$ cat config.mk
export PLATFORM = sky130hd
export DESIGN_NAME = blk_chain_seq
export DESIGN_NICKNAME = d
export VERILOG_FILES = /design/src/rtl/blk_chain_pkg.sv /design/src/rtl/blk_chain_fsm.sv /design/src/rtl/blk_chain_errmon.sv /design/src/rtl/blk_chain_seq.sv
export SDC_FILE = /design/constraint.sdc
export NUM_CORES = 1
export LEC_CHECK = 0
export BUFFER_PORTS_ARGS = -buffer_cell sky130_fd_sc_hd__buf_4
export CAP_MARGIN = 5
export CORE_MARGIN = 2
export CORE_UTILIZATION = 55
export DETAILED_ROUTE_END_ITERATION = 8
export HOLD_SLACK_MARGIN = 0.1
export PLACE_DENSITY = 0.79
export REMOVE_ABC_BUFFERS = 1
export SLEW_MARGIN = 20
export SYNTH_ARGS = -nofsm -noshare
export SYNTH_HDL_FRONTEND = slang
export SYNTH_SLANG_ARGS = --single-unit
$ cat constraint.sdc
create_clock -name clk -period 2.8 [get_ports clk]
set_input_delay 0.28 -clock clk [delete_from_list [all_inputs] [get_ports clk]]
set_output_delay 0.28 -clock clk [all_outputs]
set_load 0.005 [all_outputs]
$ cat src/rtl/blk_chain_pkg.sv
package blk_chain_pkg;

    typedef enum logic [1:0] {
        ST_IDLE  = 2'd0,
        ST_RUN   = 2'd1,
        ST_HOLD  = 2'd2,
        ST_DRAIN = 2'd3
    } chain_state_e;

endpackage

$ cat src/rtl/blk_chain_fsm.sv
module blk_chain_fsm
    import blk_chain_pkg::*;
#(
    parameter int NBLK = 3
) (
    input  logic            clk,
    input  logic            rst_n,
    input  logic            up_req,
    input  logic [NBLK-1:0] blk_ack,
    output logic            up_ack,
    output logic [NBLK-1:0] blk_req
);

    localparam int IW = (NBLK > 1) ? $clog2(NBLK) : 1;
    localparam logic [IW-1:0] LAST = IW'(NBLK - 1);

    typedef struct packed {
        chain_state_e    st;
        logic [IW-1:0]   idx;
        logic [NBLK-1:0] req;
        logic            ack;
    } fsm_t;

    fsm_t q, d;
    logic [IW-1:0] nxt;

    assign nxt = q.idx + 1'b1;

    always_comb begin
        d = q;
        unique case (q.st)
            ST_IDLE: begin
                if (up_req && (blk_ack == '0)) begin
                    d.req    = '0;
                    d.req[0] = 1'b1;
                    d.idx    = '0;
                    d.st     = ST_RUN;
                end
            end
            ST_RUN: begin
                if (blk_ack[q.idx]) begin
                    if (q.idx == LAST) begin
                        d.ack = 1'b1;
                        d.st  = ST_HOLD;
                    end else if (!blk_ack[nxt]) begin
                        d.req[nxt] = 1'b1;
                        d.idx      = nxt;
                    end
                end
            end
            ST_HOLD: begin
                if (!up_req) begin
                    d.req = '0;
                    d.st  = ST_DRAIN;
                end
            end
            ST_DRAIN: begin
                if (blk_ack == '0) begin
                    d.ack = 1'b0;
                    d.st  = ST_IDLE;
                end
            end
            default: d.st = ST_IDLE;
        endcase
    end

    always_ff @(posedge clk or negedge rst_n) begin
        if (!rst_n) begin
            q.st  <= ST_IDLE;
            q.idx <= '0;
            q.req <= '0;
            q.ack <= 1'b0;
        end else begin
            q <= d;
        end
    end

    assign up_ack  = q.ack;
    assign blk_req = q.req;

endmodule

$ cat src/rtl/blk_chain_errmon.sv
module blk_chain_errmon #(
    parameter int NBLK = 3
) (
    input  logic            clk,
    input  logic            rst_n,
    input  logic [NBLK-1:0] blk_req,
    input  logic [NBLK-1:0] blk_ack,
    output logic            proto_err
);

    typedef struct packed {
        logic [NBLK-1:0] ack_prev;
        logic            err;
    } mon_t;

    mon_t q, d;
    logic [NBLK-1:0] lane_bad;

    for (genvar k = 0; k < NBLK; k++) begin : g_lane
        // a move of the acknowledge is legal only toward its request level
        assign lane_bad[k] = (blk_ack[k] != q.ack_prev[k]) && (blk_ack[k] != blk_req[k]);
    end

    always_comb begin
        d          = q;
        d.ack_prev = blk_ack;
        d.err      = |lane_bad;
    end

    always_ff @(posedge clk or negedge rst_n) begin
        if (!rst_n) begin
            q.ack_prev <= '0;
            q.err      <= 1'b0;
        end else begin
            q <= d;
        end
    end

    assign proto_err = q.err;

endmodule

$ cat src/rtl/blk_chain_seq.sv
module blk_chain_seq #(
    parameter int NBLK = 3
) (
    input  logic            clk,
    input  logic            rst_n,
    input  logic            up_req,
    output logic            up_ack,
    output logic [NBLK-1:0] blk_req,
    input  logic [NBLK-1:0] blk_ack,
    output logic            proto_err
);

    logic [NBLK-1:0] req_w;

    blk_chain_fsm #(.NBLK(NBLK)) u_fsm (
        .clk     (clk),
        .rst_n   (rst_n),
        .up_req  (up_req),
        .blk_ack (blk_ack),
        .up_ack  (up_ack),
        .blk_req (req_w)
    );

    blk_chain_errmon #(.NBLK(NBLK)) u_mon (
        .clk       (clk),
        .rst_n     (rst_n),
        .blk_req   (req_w),
        .blk_ack   (blk_ack),
        .proto_err (proto_err)
    );

    assign blk_req = req_w;

endmodule

# Word-level counts from Yosys, hierarchy flattened

Cells that the tools add are included.
Widths: inputs -> output; s select.

Bits in registers: 12
Output and inout port bits: 5
Word-level logic and storage cells: 63
Input bits: 6

Add/subtract/negate cells: 1
Eq/ne operators: 17
Muxes and demuxes: 20
Reductions and logical operators: 15
Bitwise logic cells: 1
Magnitude comparators: 3

Operators with widths:

| kind               | count |
|---|---|
| $mux 5             | 2 |
| $reduce_and 5->1   | 2 |
| $pmux 3 s3         | 1 |
| $mux 8             | 1 |
| $ne 2x1->1 const B | 4 |
| $pmux 2 s4         | 1 |
| $mux 7             | 1 |
| $eq 2x2->1 const B | 3 |
| $lt 2x3->1 const B | 2 |
| $mux 2             | 3 |
| $ne 1x1->1         | 6 |
| $ne 2x2->1 const B | 3 |
| $reduce_and 6->1   | 1 |
| $logic_and 1x1->1  | 5 |
| $mux 1             | 5 |
| $bmux 1 s2         | 2 |
| $pmux 2 s2         | 1 |
| $reduce_and 4->1   | 1 |
| $reduce_bool 2->1  | 2 |
| $logic_not 3->1    | 1 |
| $mux 3             | 1 |
| $or 3x3->3         | 1 |
| $reduce_bool 3->1  | 1 |
| $reduce_or 3->1    | 1 |
| other kinds (6)    | 6 |

# Longest topological paths before layout

Word-level depth: 10
Depth in mapped cells: 7
Depth with buffers taken out: 6

# By module

From an unflattened synthesis, not the netlist that was laid out.

Cell total of the unflattened synthesis: 84
Area, all modules: 859.6 um^2

By module, submodules not included:

| module           | cells an instance | seq. area each (um^2) | area an instance (um^2) | instances |
|---|---|---|---|---|
| blk_chain_fsm    | 71                | 200.2                 | 699.4                   | 1 |
| blk_chain_errmon | 13                | 100.1                 | 160.2                   | 1 |

# Worst setup path after synthesis

No wires, ideal clock.

Path kind: register to register
Start: reg u_fsm.q[4] (netlist name)
End: reg u_fsm.q[4] (netlist name)
Setup slack: 0.853 ns
Period minus slack after synthesis: 1.947 ns
Library setup time: 0.125 ns
Stages on the path, launching flop included: 8
Required time: 2.675 ns
Path buffers: 1
Arrival time: 1.823 ns
Cells stage by stage: dfrtp_1 -> buf_2 -> inv_1 -> ha_1 -> nor2b_1 -> a221o_1 -> and4_1 -> mux2_2

Longest elaborated chain between the ends: 5
Elaborated cells on any way between the ends: 14
Classes of those cells: add/sub (1); eq/ne (4); mux (8); reduce/logical (1)

RTL lines:

| what                                                            | line                                     | source |
|---|---|---|
| start, declared                                                 | blk_chain_fsm.sv:24                      | `fsm_t q, d;` |
| $add 2x1->2                                                     | blk_chain_fsm.sv:27                      | `assign nxt = q.idx + 1'b1;` |
| $bmux 1 s2 / $mux 5 (equally long branches)                     | blk_chain_fsm.sv:45                      | `end else if (!blk_ack[nxt]) begin` |
| $mux 1 (not written as such) / $mux 5 (equally long branches)   | blk_chain_fsm.sv:45, blk_chain_fsm.sv:42 |  |
| $ne 2x2->1 (no line) / $mux 8 (equally long branches)           | -                                        |  |
| $reduce_and 5->1 (no line) / $pmux 2 s2 (equally long branches) | -                                        |  |

Parallel ways exist; a longest one is shown, timed or not. The select of a mux whose other input is x is not followed.
A chain may end at the register's enable or synchronous reset.

# Worst setup path in the final report

Ends and elaborated chain as after synthesis.

==> qor.csv <==
stage,metric,value,unit
outcome,status,"finished, final reports clean",
layout,nets@finish,106,
timing,crit share post-route,74.3,%
yosys,Main synth FF type,dfrtp_1,
yosys,compound-cell area share of the yosys netlist,18.7,%
yosys,Async SR Flop Fraction,100,%
global_route,GR Util All Layers,21.7,%
setup_path,Crit. End Element,register,
place,PortBufs,10,
pwr,VDD IR-drop max,0.617,mV
clocking,clk sink count,12,
floorplan,die width,42.9,um
timing,Slew HR,74.4,%
clocking,H-tree depth,1,
place,Final HPWL DP,1250,um
setup_path,CP Cell Sequence,"inv_1, ha_1, nor2b_1, a221o_1, and4_1, mux2_2",
floorplan,IO Pins,11,
floorplan,Core ar.,1450,um^2
pwr,power consumption,1.05,mW
yosys,adder and majority gate portion of the synthesized area,13.6,%
route,drt pass-1 iters,4,
clocking,CTS Hold Buffers Added,1,
setup_path,startpoint types,register,
layout,Ant. Diodes,0,
yosys,number of library cell types mapped by synthesis,35,
setup_path,cell family with the largest share of critical-path delay,flip-flops,
setup_path,buffers plus inverters on the worst setup path,1,
yosys,Post-Syn Area per Cell,10.5,um^2
timing,fin. max-slew vios,0,
route,# DRC,0,
clocking,PostCTS Resize Cnt,0,
yosys,most common cell in the netlist,dfrtp_1,
yosys,largest cells by area after synthesis,"dfrtp_1 36%, ha_1 14%, inv_1 3.2%",
global_route,global-route wire length before repair,2850,um
layout,Area Overhead vs Synth,12.0,%
job,MaxCap Viol Count,0,
global_route,GRT overflow,0,
global_route,number of global-route vias before repair,619,
yosys,Seq cells post-synth,12,
layout,final std cells w/o fill,105,
setup_path,critical path required time,2970,ps
pwr,Pwr Density,1120,nW/um^2
timing,Setup Total Neg Slack,0,ps
floorplan,DIE AREA,1840,um^2
yosys,Yosys top cell by area,dfrtp_1,
timing,# setup viols final,0,
yosys,warnings from Yosys,0,
global_route,GRT met2 Usage,35.2,%
place,RePlAce Congestion,0.778,
yosys,Simple-Gate Fraction of Synth Area,19.6,%
yosys,XOR/XNOR Fraction of Synth Area,0,%
route,routed via count,630,
global_route,initial antenna violation count,0,
clocking,post-CTS setup buffers,0,
global_route,GR met3 Demand/Resource,2.98,%
clocking,Worst-path clk slew,70,ps
layout,layout cells sized above 1,25.8,%
clocking,CTS Buffer Depth,2,
floorplan,Die Y,42.9,um
global_route,met1 global-route usage,27.8,%
timing,Slew @ Worst Pin,383,ps
timing,achievable frequency,0.481,GHz
setup_path,Crit-path slowest cell,dfrtp_1,
floorplan,row count,14,
route,WL per Instance,15.7,um
timing,RSZ-0062 raised after global routing,no,
yosys,top post-synthesis cells by count,"12 x dfrtp_1, 9 x ha_1, 7 x inv_1",
floorplan,Initial Utilization,57.1,%
place,Placed Instances,101,
setup_path,Worst path max stage delay,500,ps
yosys,mapped cell area,831,um^2
route,Routed Antenna Nets,0,
timing,"Min Clock Period, post-route",2080,ps
yosys,Post-Syn Instances,79,
yosys,"EDFF count, synth",0,
setup_path,Crit Path Category,register to register,
clocking,Worst-Skew Late Latency,280,ps
hold_path,Tightest Hold Check Type,primary input to register,
yosys,largest family of logic cells by synthesized area,simple AND/OR/NAND/NOR gates,
yosys,top-area cell type share of the netlist area,36.1,%
yosys,"Seq/Total Area, Yosys",36.1,%
timing,Layout Skew,0.967,ps
setup_path,CP Data Arrival Time,2250,ps
global_route,grt peak-use layer,met2,
global_route,largest net degree at the start of global routing,13,
route,via/cell ratio,6.00,
clocking,Num CTS Buffers,3,
pwr,Leak Pwr,0.442,nW
clocking,CTS tree,built,
route,drt total wl,1650,um
yosys,multiplexer area fraction after synthesis,5.57,%
clocking,clk root buf,clkbuf_4,
route,drt initial violations,11,
timing,Hold Fails Final Rpt,0,
timing,hold_ws,161,ps
setup_path,worst-path maximum fanout,8,
==> layer usage <==
layer,vias to the layer above,part of all wire (%)
met5,-,0
met4,0,2.0
met3,5,5.7
met2,23,49
met1,298,43
li1,304,-
==> registers in the layout, indices dropped and copies added (netlist names) <==
| signal | flops |
|---|---|
| u_fsm.q | 4 |
| u_fsm.blk_req | 3 |
| u_mon.q | 3 |
| u_fsm.up_ack | 1 |
| u_mon.proto_err | 1 |
==> cells in the final DEF (no fill, tap or decap), types with 2 or more instances in the layout <==
master    count
nand2_1       4
a21oi_1       3
o21a_1        3
inv_1         7
dfrtp_1      12
clkbuf_4      3
nor3_1        2
nor2b_1       4
nor2_1        5
buf_4        10
mux2i_1       2
and2_1        2
ha_1          9
==> worst register-to-register path: cells and delay by family (launching register included) <==
kind	cells	cell delay, ps
compound gates	1	390
fa+ha+maj	1	340
buf+inv	1	110
flops	1	500
mux	1	260
simple gates	2	380
==> logic make-up after synthesis <==
| group | count (synthesis) |
|---|---|
| AOI/OAI and AO/OA | 17 |
| adders and majority gates | 9 |
| buffers and inverters | 11 |
| DFF | 12 |
| muxes | 4 |
| and+or+nand+nor | 26 |
==> power by group <==
group | internal, mW | total [mW] | switching, mW
registers | 0.239 | 0.304 | 0.0650
logic | 0.311 | 0.633 | 0.322
clock network | 0.0499 | 0.109 | 0.0593
==> through the flow <==
step                util [%]  instance area, um^2  worst slack, ps
floorplan                  -                  803              876
global placement        61.8                  898              812
detailed placement      61.8                  898              732
CTS                     64.0                  931              712
global route            64.0                  931              601
finish                  64.0                  931              719
==> final timing paths <==
| path | cells after the start | slack (ps) | start | endpoint |
|---|---|---|---|---|
| max | 6 | 720 | u_fsm.q[4] | u_fsm.q[4] |
| max reg2reg | 6 | 720 | u_fsm.q[4] | u_fsm.q[4] |
| max in group asynchronous | 2 | 2270 | rst_n | u_mon.q[1] |
| min in group asynchronous | 2 | 380 | rst_n | u_fsm.blk_req[0] |
| min | 1 | 160 | blk_ack[0] | u_mon.q[1] |
| min reg2reg | 2 | 550 | u_fsm.up_ack | u_fsm.up_ack |
==> final cells by class <==
| class | count | area (um^2) |
|---|---|---|
| fill | 123 | 523 |
| multi-input combinational | 56 | 477 |
| sequential | 12 | 300 |
| timing repair buffer | 11 | 85.1 |
| inverter | 7 | 26.3 |
| clock buffer | 3 | 22.5 |
| tap | 16 | 20.0 |
Power figures use the tool's default switching activity.
